$ cat src/rtl/jtag_tap_pkg.sv
package jtag_tap_pkg;

    typedef enum logic [3:0] {
        ST_TLR, ST_RTI,
        ST_SEL_DR, ST_CAP_DR, ST_SHF_DR, ST_EX1_DR, ST_PAU_DR, ST_EX2_DR, ST_UPD_DR,
        ST_SEL_IR, ST_CAP_IR, ST_SHF_IR, ST_EX1_IR, ST_PAU_IR, ST_EX2_IR, ST_UPD_IR
    } tap_state_t;

    localparam int IR_W = 4;
    typedef logic [IR_W-1:0] ir_t;

    localparam ir_t OP_EXTEST  = 4'b0000;
    localparam ir_t OP_CHSEL   = 4'b0010;
    localparam ir_t OP_SAMPLE  = 4'b0011;
    localparam ir_t OP_IDCODE  = 4'b1110;
    localparam ir_t OP_BYPASS  = 4'b1111;
    localparam ir_t IR_CAPTURE = 4'b0001;

endpackage

$ cat src/rtl/tap_fsm.sv
module tap_fsm
    import jtag_tap_pkg::*;
(
    input  logic       tck,
    input  logic       trst_n,
    input  logic       tms,
    output tap_state_t state
);

    tap_state_t nxt;

    always_ff @(posedge tck or negedge trst_n) begin
        if (!trst_n) state <= ST_TLR;
        else         state <= nxt;
    end

    always_comb begin
        unique case (state)
            ST_TLR:    nxt = tms ? ST_TLR    : ST_RTI;
            ST_RTI:    nxt = tms ? ST_SEL_DR : ST_RTI;
            ST_SEL_DR: nxt = tms ? ST_SEL_IR : ST_CAP_DR;
            ST_CAP_DR: nxt = tms ? ST_EX1_DR : ST_SHF_DR;
            ST_SHF_DR: nxt = tms ? ST_EX1_DR : ST_SHF_DR;
            ST_EX1_DR: nxt = tms ? ST_UPD_DR : ST_PAU_DR;
            ST_PAU_DR: nxt = tms ? ST_EX2_DR : ST_PAU_DR;
            ST_EX2_DR: nxt = tms ? ST_UPD_DR : ST_SHF_DR;
            ST_UPD_DR: nxt = tms ? ST_SEL_DR : ST_RTI;
            ST_SEL_IR: nxt = tms ? ST_TLR    : ST_CAP_IR;
            ST_CAP_IR: nxt = tms ? ST_EX1_IR : ST_SHF_IR;
            ST_SHF_IR: nxt = tms ? ST_EX1_IR : ST_SHF_IR;
            ST_EX1_IR: nxt = tms ? ST_UPD_IR : ST_PAU_IR;
            ST_PAU_IR: nxt = tms ? ST_EX2_IR : ST_PAU_IR;
            ST_EX2_IR: nxt = tms ? ST_UPD_IR : ST_SHF_IR;
            ST_UPD_IR: nxt = tms ? ST_SEL_DR : ST_RTI;
        endcase
    end

    AST_TLR_AFTER_FIVE: assert property (@(posedge tck) disable iff (!trst_n)
        (tms && $past(tms) && $past(tms, 2) && $past(tms, 3) && $past(tms, 4)) |=> state == ST_TLR)
        else $error("five tms-high cycles did not reach reset");

endmodule

$ cat src/rtl/tap_ir.sv
module tap_ir
    import jtag_tap_pkg::*;
(
    input  logic       tck,
    input  logic       trst_n,
    input  logic       tdi,
    input  tap_state_t state,
    output ir_t        ir,
    output logic       ir_so
);

    ir_t ir_sr;

    always_ff @(posedge tck or negedge trst_n) begin
        if (!trst_n) begin
            ir    <= OP_IDCODE;
            ir_sr <= '0;
        end else begin
            case (state)
                ST_TLR:    ir    <= OP_IDCODE;
                ST_CAP_IR: ir_sr <= IR_CAPTURE;
                ST_SHF_IR: ir_sr <= {tdi, ir_sr[IR_W-1:1]};
                ST_UPD_IR: ir    <= ir_sr;
                default: ;
            endcase
        end
    end

    assign ir_so = ir_sr[0];

    AST_IR_RESET_IDCODE: assert property (@(posedge tck) disable iff (!trst_n)
        state == ST_TLR |=> ir == OP_IDCODE)
        else $error("reset state did not load IDCODE");

    AST_IR_HELD: assert property (@(posedge tck) disable iff (!trst_n)
        (state != ST_TLR && state != ST_UPD_IR) |=> $stable(ir))
        else $error("instruction changed outside update");

endmodule

$ cat src/rtl/tap_dr.sv
module tap_dr
    import jtag_tap_pkg::*;
#(
    parameter int           SEL_W          = 4,
    parameter int           ID_W           = 32,
    parameter logic [ID_W-1:0] IDCODE_VAL  = 32'h3B7A_C0D3,
    parameter int           BOUNDARY_CHAIN = 3
) (
    input  logic             tck,
    input  logic             trst_n,
    input  logic             tdi,
    input  tap_state_t       state,
    input  ir_t              ir,
    output logic [SEL_W-1:0] chain_sel,
    output logic             dr_so
);

    localparam logic [SEL_W-1:0] SEL_RST = SEL_W'(BOUNDARY_CHAIN);

    logic             bypass_q;
    logic [ID_W-1:0]  id_sr;
    logic [SEL_W-1:0] sel_sr;
    logic             is_id, is_sel;

    assign is_id  = (ir == OP_IDCODE);
    assign is_sel = (ir == OP_CHSEL);

    always_ff @(posedge tck or negedge trst_n) begin
        if (!trst_n) begin
            bypass_q  <= 1'b0;
            id_sr     <= '0;
            sel_sr    <= '0;
            chain_sel <= SEL_RST;
        end else begin
            case (state)
                ST_TLR: chain_sel <= SEL_RST;
                ST_CAP_DR: begin
                    bypass_q <= 1'b0;
                    if (is_id)  id_sr  <= IDCODE_VAL;
                    if (is_sel) sel_sr <= chain_sel;
                end
                ST_SHF_DR: begin
                    bypass_q <= tdi;
                    if (is_id)  id_sr  <= {tdi, id_sr[ID_W-1:1]};
                    if (is_sel) sel_sr <= {tdi, sel_sr[SEL_W-1:1]};
                end
                ST_UPD_DR: if (is_sel) chain_sel <= sel_sr;
                default: ;
            endcase
        end
    end

    assign dr_so = is_id ? id_sr[0] : (is_sel ? sel_sr[0] : bypass_q);

    AST_SEL_RESET: assert property (@(posedge tck) disable iff (!trst_n)
        state == ST_TLR |=> chain_sel == SEL_RST)
        else $error("chain select not restored on reset");

    AST_SEL_HELD: assert property (@(posedge tck) disable iff (!trst_n)
        (state != ST_TLR && !(state == ST_UPD_DR && ir == OP_CHSEL)) |=> $stable(chain_sel))
        else $error("chain select changed without a select update");

endmodule

$ cat src/rtl/jtag_tap_chainsel.sv
module jtag_tap_chainsel
    import jtag_tap_pkg::*;
#(
    parameter int              SEL_W          = 4,
    parameter int              ID_W           = 32,
    parameter logic [ID_W-1:0] IDCODE_VAL     = 32'h3B7A_C0D3,
    parameter int              BOUNDARY_CHAIN = 3,
    localparam int             NUM_CHAINS     = 1 << SEL_W
) (
    input  logic                  tck,
    input  logic                  trst_n,
    input  logic                  tms,
    input  logic                  tdi,
    output logic                  tdo,
    output logic                  tdo_en,
    input  logic [NUM_CHAINS-1:0] chain_so,
    output logic [SEL_W-1:0]      chain_sel,
    output logic [NUM_CHAINS-1:0] chain_capture,
    output logic [NUM_CHAINS-1:0] chain_shift,
    output logic [NUM_CHAINS-1:0] chain_update,
    output logic                  extest_mode
);

    tap_state_t state;
    ir_t        ir;
    logic       ir_so, dr_so, chain_path, shf_ir, shf_dr;

    tap_fsm u_fsm (
        .tck    (tck),
        .trst_n (trst_n),
        .tms    (tms),
        .state  (state)
    );

    tap_ir u_ir (
        .tck    (tck),
        .trst_n (trst_n),
        .tdi    (tdi),
        .state  (state),
        .ir     (ir),
        .ir_so  (ir_so)
    );

    tap_dr #(
        .SEL_W          (SEL_W),
        .ID_W           (ID_W),
        .IDCODE_VAL     (IDCODE_VAL),
        .BOUNDARY_CHAIN (BOUNDARY_CHAIN)
    ) u_dr (
        .tck       (tck),
        .trst_n    (trst_n),
        .tdi       (tdi),
        .state     (state),
        .ir        (ir),
        .chain_sel (chain_sel),
        .dr_so     (dr_so)
    );

    assign chain_path  = (ir == OP_EXTEST) || (ir == OP_SAMPLE);
    assign extest_mode = (ir == OP_EXTEST);
    assign shf_ir      = (state == ST_SHF_IR);
    assign shf_dr      = (state == ST_SHF_DR);

    for (genvar c = 0; c < NUM_CHAINS; c++) begin : g_strobe
        logic hit;
        assign hit              = chain_path && (chain_sel == SEL_W'(c));
        assign chain_capture[c] = hit && (state == ST_CAP_DR);
        assign chain_shift[c]   = hit && shf_dr;
        assign chain_update[c]  = hit && (state == ST_UPD_DR);
    end

    always_ff @(negedge tck or negedge trst_n) begin
        if (!trst_n) begin
            tdo    <= 1'b0;
            tdo_en <= 1'b0;
        end else begin
            tdo_en <= shf_ir || shf_dr;
            if (shf_ir)      tdo <= ir_so;
            else if (shf_dr) tdo <= chain_path ? chain_so[chain_sel] : dr_so;
            else             tdo <= 1'b0;
        end
    end

    AST_STROBE_ONEHOT: assert property (@(posedge tck) disable iff (!trst_n)
        $onehot0(chain_shift) && $onehot0(chain_capture) && $onehot0(chain_update))
        else $error("more than one chain strobed");

    AST_TDO_EN_WINDOW: assert property (@(posedge tck) disable iff (!trst_n)
        tdo_en == (shf_ir || shf_dr))
        else $error("tdo enable outside a shift state");

    AST_NO_CHAIN_STROBE: assert property (@(posedge tck) disable iff (!trst_n)
        !chain_path |-> (chain_shift == '0))
        else $error("chain shifted under a non-chain instruction");

endmodule

$ cat config.mk
export PLATFORM = sky130hd
export DESIGN_NAME = jtag_tap_chainsel
export DESIGN_NICKNAME = d
export VERILOG_FILES = /design/src/rtl/jtag_tap_pkg.sv /design/src/rtl/tap_fsm.sv /design/src/rtl/tap_ir.sv /design/src/rtl/tap_dr.sv /design/src/rtl/jtag_tap_chainsel.sv
export SDC_FILE = /design/constraint.sdc
export NUM_CORES = 1
export LEC_CHECK = 0
export ABC_AREA = 1
export BUFFER_PORTS_ARGS = -buffer_cell sky130_fd_sc_hd__buf_2
export CAP_MARGIN = 10
export CORE_ASPECT_RATIO = 0.6
export CORE_MARGIN = 5
export CORE_UTILIZATION = 53
export CTS_BUF_LIST = sky130_fd_sc_hd__clkbuf_8 sky130_fd_sc_hd__clkbuf_16
export CTS_CLUSTER_SIZE = 10
export DETAILED_ROUTE_END_ITERATION = 10
export GPL_ROUTABILITY_DRIVEN = 0
export PLACE_DENSITY = 0.83
export SLEW_MARGIN = 10
export SYNTH_ARGS = -nofsm -noshare
export SYNTH_HDL_FRONTEND = slang
export SYNTH_SLANG_ARGS = --single-unit
$ cat constraint.sdc
create_clock -name tck -period 1.85 [get_ports tck]
set_input_delay 0.37 -clock tck [delete_from_list [all_inputs] [get_ports tck]]
set_output_delay 0.37 -clock tck [all_outputs]
set_load 0.02 [all_outputs]
==> out/metrics.csv <==
stage,metric,value,unit
outcome,status,finished with violations,
outcome,failing checks,setup timing,
floorplan,chip width,105.4,µm
drt,DRC,0,
power_and_ir_drop,VDD IR max,1098,µV
critical_path,Critical Setup Path Class,register to register,
critical_path,crit-path cells,inv_4 > nand2_1 > nand2_1 > nand2_1 > nand3_1 > nand2_1 > nand2_1 > o21ai_2 > nand2_1,
drt,DRT Wirelength,14310,µm
synth,Synth cell types,28,
critical_path,CP max stage cell,dfstp_2,
critical_path,Critical Path RT,1.08,ns
clock_tree,CTS Buffer Depth,2,
worst_hold_path,worst min path class,primary input to register,
synth,top cell type's share of synthesized area,41.52,%
critical_path,CP endpoint kind,register,
clock_tree,H-tree level count,2,
finish,Layout Area Growth over Synthesis,61.63,%
synth,cell taking the most area after synthesis,dfrtp_1,
critical_path,Crit Path Max Fanout,9,
timing,Final Hold Viols,0,
drt,vias per inst,6.648,
worst_hold_path,Hold Path End,u_fsm.state[3],
synth,Yosys warnings,0,
clock_tree,CTS Sinks,55,
clock_tree,Root Buffer,clkbuf_8,
power_and_ir_drop,power per cell area,1289,mW/mm²
clock_tree,CTS Buf Count,5,
critical_path,Critical R2R Capture,tdo,
drt,Post-DRT Antenna Nets,0,
critical_path,CP startpoint,u_dr.chain_sel[0],
clock_tree,CTS tree,done,
critical_path,FF-to-FF Start,u_dr.chain_sel[0],
floorplan,Die Area,0.007084,mm²
finish,"commonest non-fill, non-tap cell in the layout",nand2_1,
grt,remaining global-route overflow,0,
timing,Worst Tran Pin Value,0.4655,ns
critical_path,crit path DAT,1.70,ns
critical_path,Critical Path Source Type,register,
timing,Tmin final,2.475,ns
synth,Synth Area in XOR/XNOR,0,%
synth,mux cell area share after synthesis,0,%
critical_path,"slowest stage delay, CP",0.57,ns
finish,Inserted Diodes,0,
timing,setup TNS,-26.45,ns
placed_design,Detailed Place HPWL,6297,µm
power_and_ir_drop,leak pwr,0.002220,µW
timing,final setup vio count,55,
grt,vias in the first global route,3353,
finish,fin util,90.27,%
worst_hold_path,Hold Crit Start,tms,
job,max-cap violations,0,
critical_path,most frequent CP cell,nand2_1,
floorplan,Die Y,67.23,µm
clock_tree,clk slew on worst S/H paths,0.10,ns
grt,pin count of the biggest net entering global routing,32,
finish,layout cell share with drive strength beyond 1,49.30,%
synth,Post-Synthesis Cells,380,
grt,gr usage total,32.80,%
timing,part of the cycle the worst path needs,133.8,%
critical_path,worst reg2reg path depth,9,
placed_design,I/O Buffers,74,
drt,per-cell routed wire length,25.33,µm
finish,most frequent cells in the layout,"nand2_1 (63), inv_1 (55), buf_6 (50)",
timing,RSZ-0062 raised after global routing,yes,
timing,clock skew,0.02278,ns
synth,Area contributors post-synth,"dfrtp_1 (42%), nand2_1 (11%), nor2_1 (8.8%)",
floorplan,# rows,20,
timing,Max-Slew Margin vs Limit,68.85,%
drt,Via Count,3756,
worst_hold_path,Worst Hold Depth,3,
floorplan,num ports,75,
synth,simple-gate share of the synthesized area,24.87,%
grt,initial antenna violation count,0,
drt,DR pass1 iterations,8,
synth,"Avg Cell Area, Syn",7.613,µm²
floorplan,initial core utilization,55.85,%
finish,Final #Nets,518,
synth,largest family of logic cells by synthesized area,simple AND/OR/NAND/NOR gates,
critical_path,R2R setup slack,-0.62,ns
grt,first-pass GRT wire length,18060,µm
timing,final worst setup slack,-0.6246,ns
synth,Synth Area in Adders,0,%
synth,post-synthesis compound-gate area fraction,16.70,%
drt,1st-iter DRT viols,639,
clock_tree,"Clk Latency, worst-skew pair",0.34,ns
synth,part of the Yosys area used for sequential elements,47.79,%
synth,syn nets,400,
timing,fmax,406.7,MHz
timing,Max Slew Vio Count,0,
synth,Mapped Area,0.002893,mm²
synth,#FFs+latches synth,55,
floorplan,core area,0.005180,mm²
==> what timing repair did <==
action                                 4_1_cts  5_1_grt
pin swaps                                    9       11
resized for setup                          139       71
setup buffers                                4        3
endpoints found under the hold margin        5        0
hold buffers                                 1        0
setup endpoints to repair                   53       56
==> area by class of cell <==
type                            count  area [µm²]
Clock buffer                        5       68.82
Clock inverter                      3       42.54
Fill cell                         195       504.2
Inverter                           66       254.0
Multi-Input combinational cell    247        1752
Sequential cell                    55        1385
Tap cell                           66       82.58
Timing Repair Buffer              123        1091
==> Yosys cell counts (all sizes together) <==
| cell type | number |
|---|---|
| o2111ai | 1 |
| dfrtp | 48 |
| o21ai | 19 |
| a21oi | 6 |
| o22ai | 18 |
| clkbuf | 5 |
| nor2 | 69 |
| nor3 | 7 |
| nand2 | 87 |
| nand3 | 15 |
| dfstp | 5 |
| nand4 | 1 |
| clkinv | 1 |
| o31ai | 1 |
| dfrtn | 2 |
| o211ai | 3 |
| buf | 7 |
| a31oi | 4 |
| inv | 65 |
| a22oi | 16 |
==> state kept, by name, summed over array words and instances, names as in the netlist <==
register        cells
tdo                 1
tdo_en              1
u_dr.bypass_q       1
u_dr.chain_sel      4
u_dr.id_sr         32
u_dr.sel_sr         4
u_fsm.state         4
u_ir.ir             4
u_ir.ir_sr          4
==> power by group <==
part	switching, µW	internal [µW]
Clock	436	405
Sequential	299	1680
Combinational	2170	1040
==> worst max path at each step <==
| stage | cells past startpoint | slack [ns] | endpoint |
|---|---|---|---|
| detailed placement | 9 | -0.39 | tdo |
| global placement | 9 | -0.37 | tdo |
| global route | 9 | -0.70 | tdo |
| finish | 9 | -0.62 | tdo |
| floorplan | 10 | -0.46 | tdo |
| CTS | 9 | -0.40 | chain_capture[12] |
==> kinds of logic (layout without fill, tap and decap cells) <==
group | count (synthesis) | after routing
AND/OR/NAND/NOR | 179 | 179
AO/OA/AOI/OAI | 68 | 68
flip-flops | 55 | 55
buffers and inverters | 78 | 197
==> metal layers <==
metal,up-vias,global-route usage (%),wire length (µm)
li1,1457,-,-
met1,1718,39.62,4800
met2,431,56.19,6192
met3,150,6.972,1907
met4,0,17.84,1409
met5,-,0,0
==> per-stage QoR <==
| stage | setup slack, ns | total power (µW) | cell area, µm² | hold slack [ns] | std cells |
|---|---|---|---|---|---|
| 5_1_grt | -0.6987 | 6215 | 4676 | 0.3740 | 565 |
| 3_5_place_dp | -0.3893 | 4380 | 3732 | 0.2454 | 549 |
| 6_report | -0.6246 | 6029 | 4676 | 0.3470 | 565 |
| 2_1_floorplan | -0.4607 | 3529 | 3015 | 0.07441 | 380 |
| 4_1_cts | -0.3982 | 5350 | 4363 | 0.3448 | 562 |
| 3_3_place_gp | -0.3746 | 4250 | 3732 | 0.2436 | 549 |
==> worst max-delay path, delay by kind of cell (launching register included) <==
| family | cells | cell delay (ns) |
|---|---|---|
| and+or+nand+nor | 7 | 0.58 |
| DFF | 1 | 0.57 |
| AOI/OAI and AO/OA | 1 | 0.16 |
| buffers and inverters | 1 | 0.06 |
Note: power is estimated with default switching activity, not from simulation.
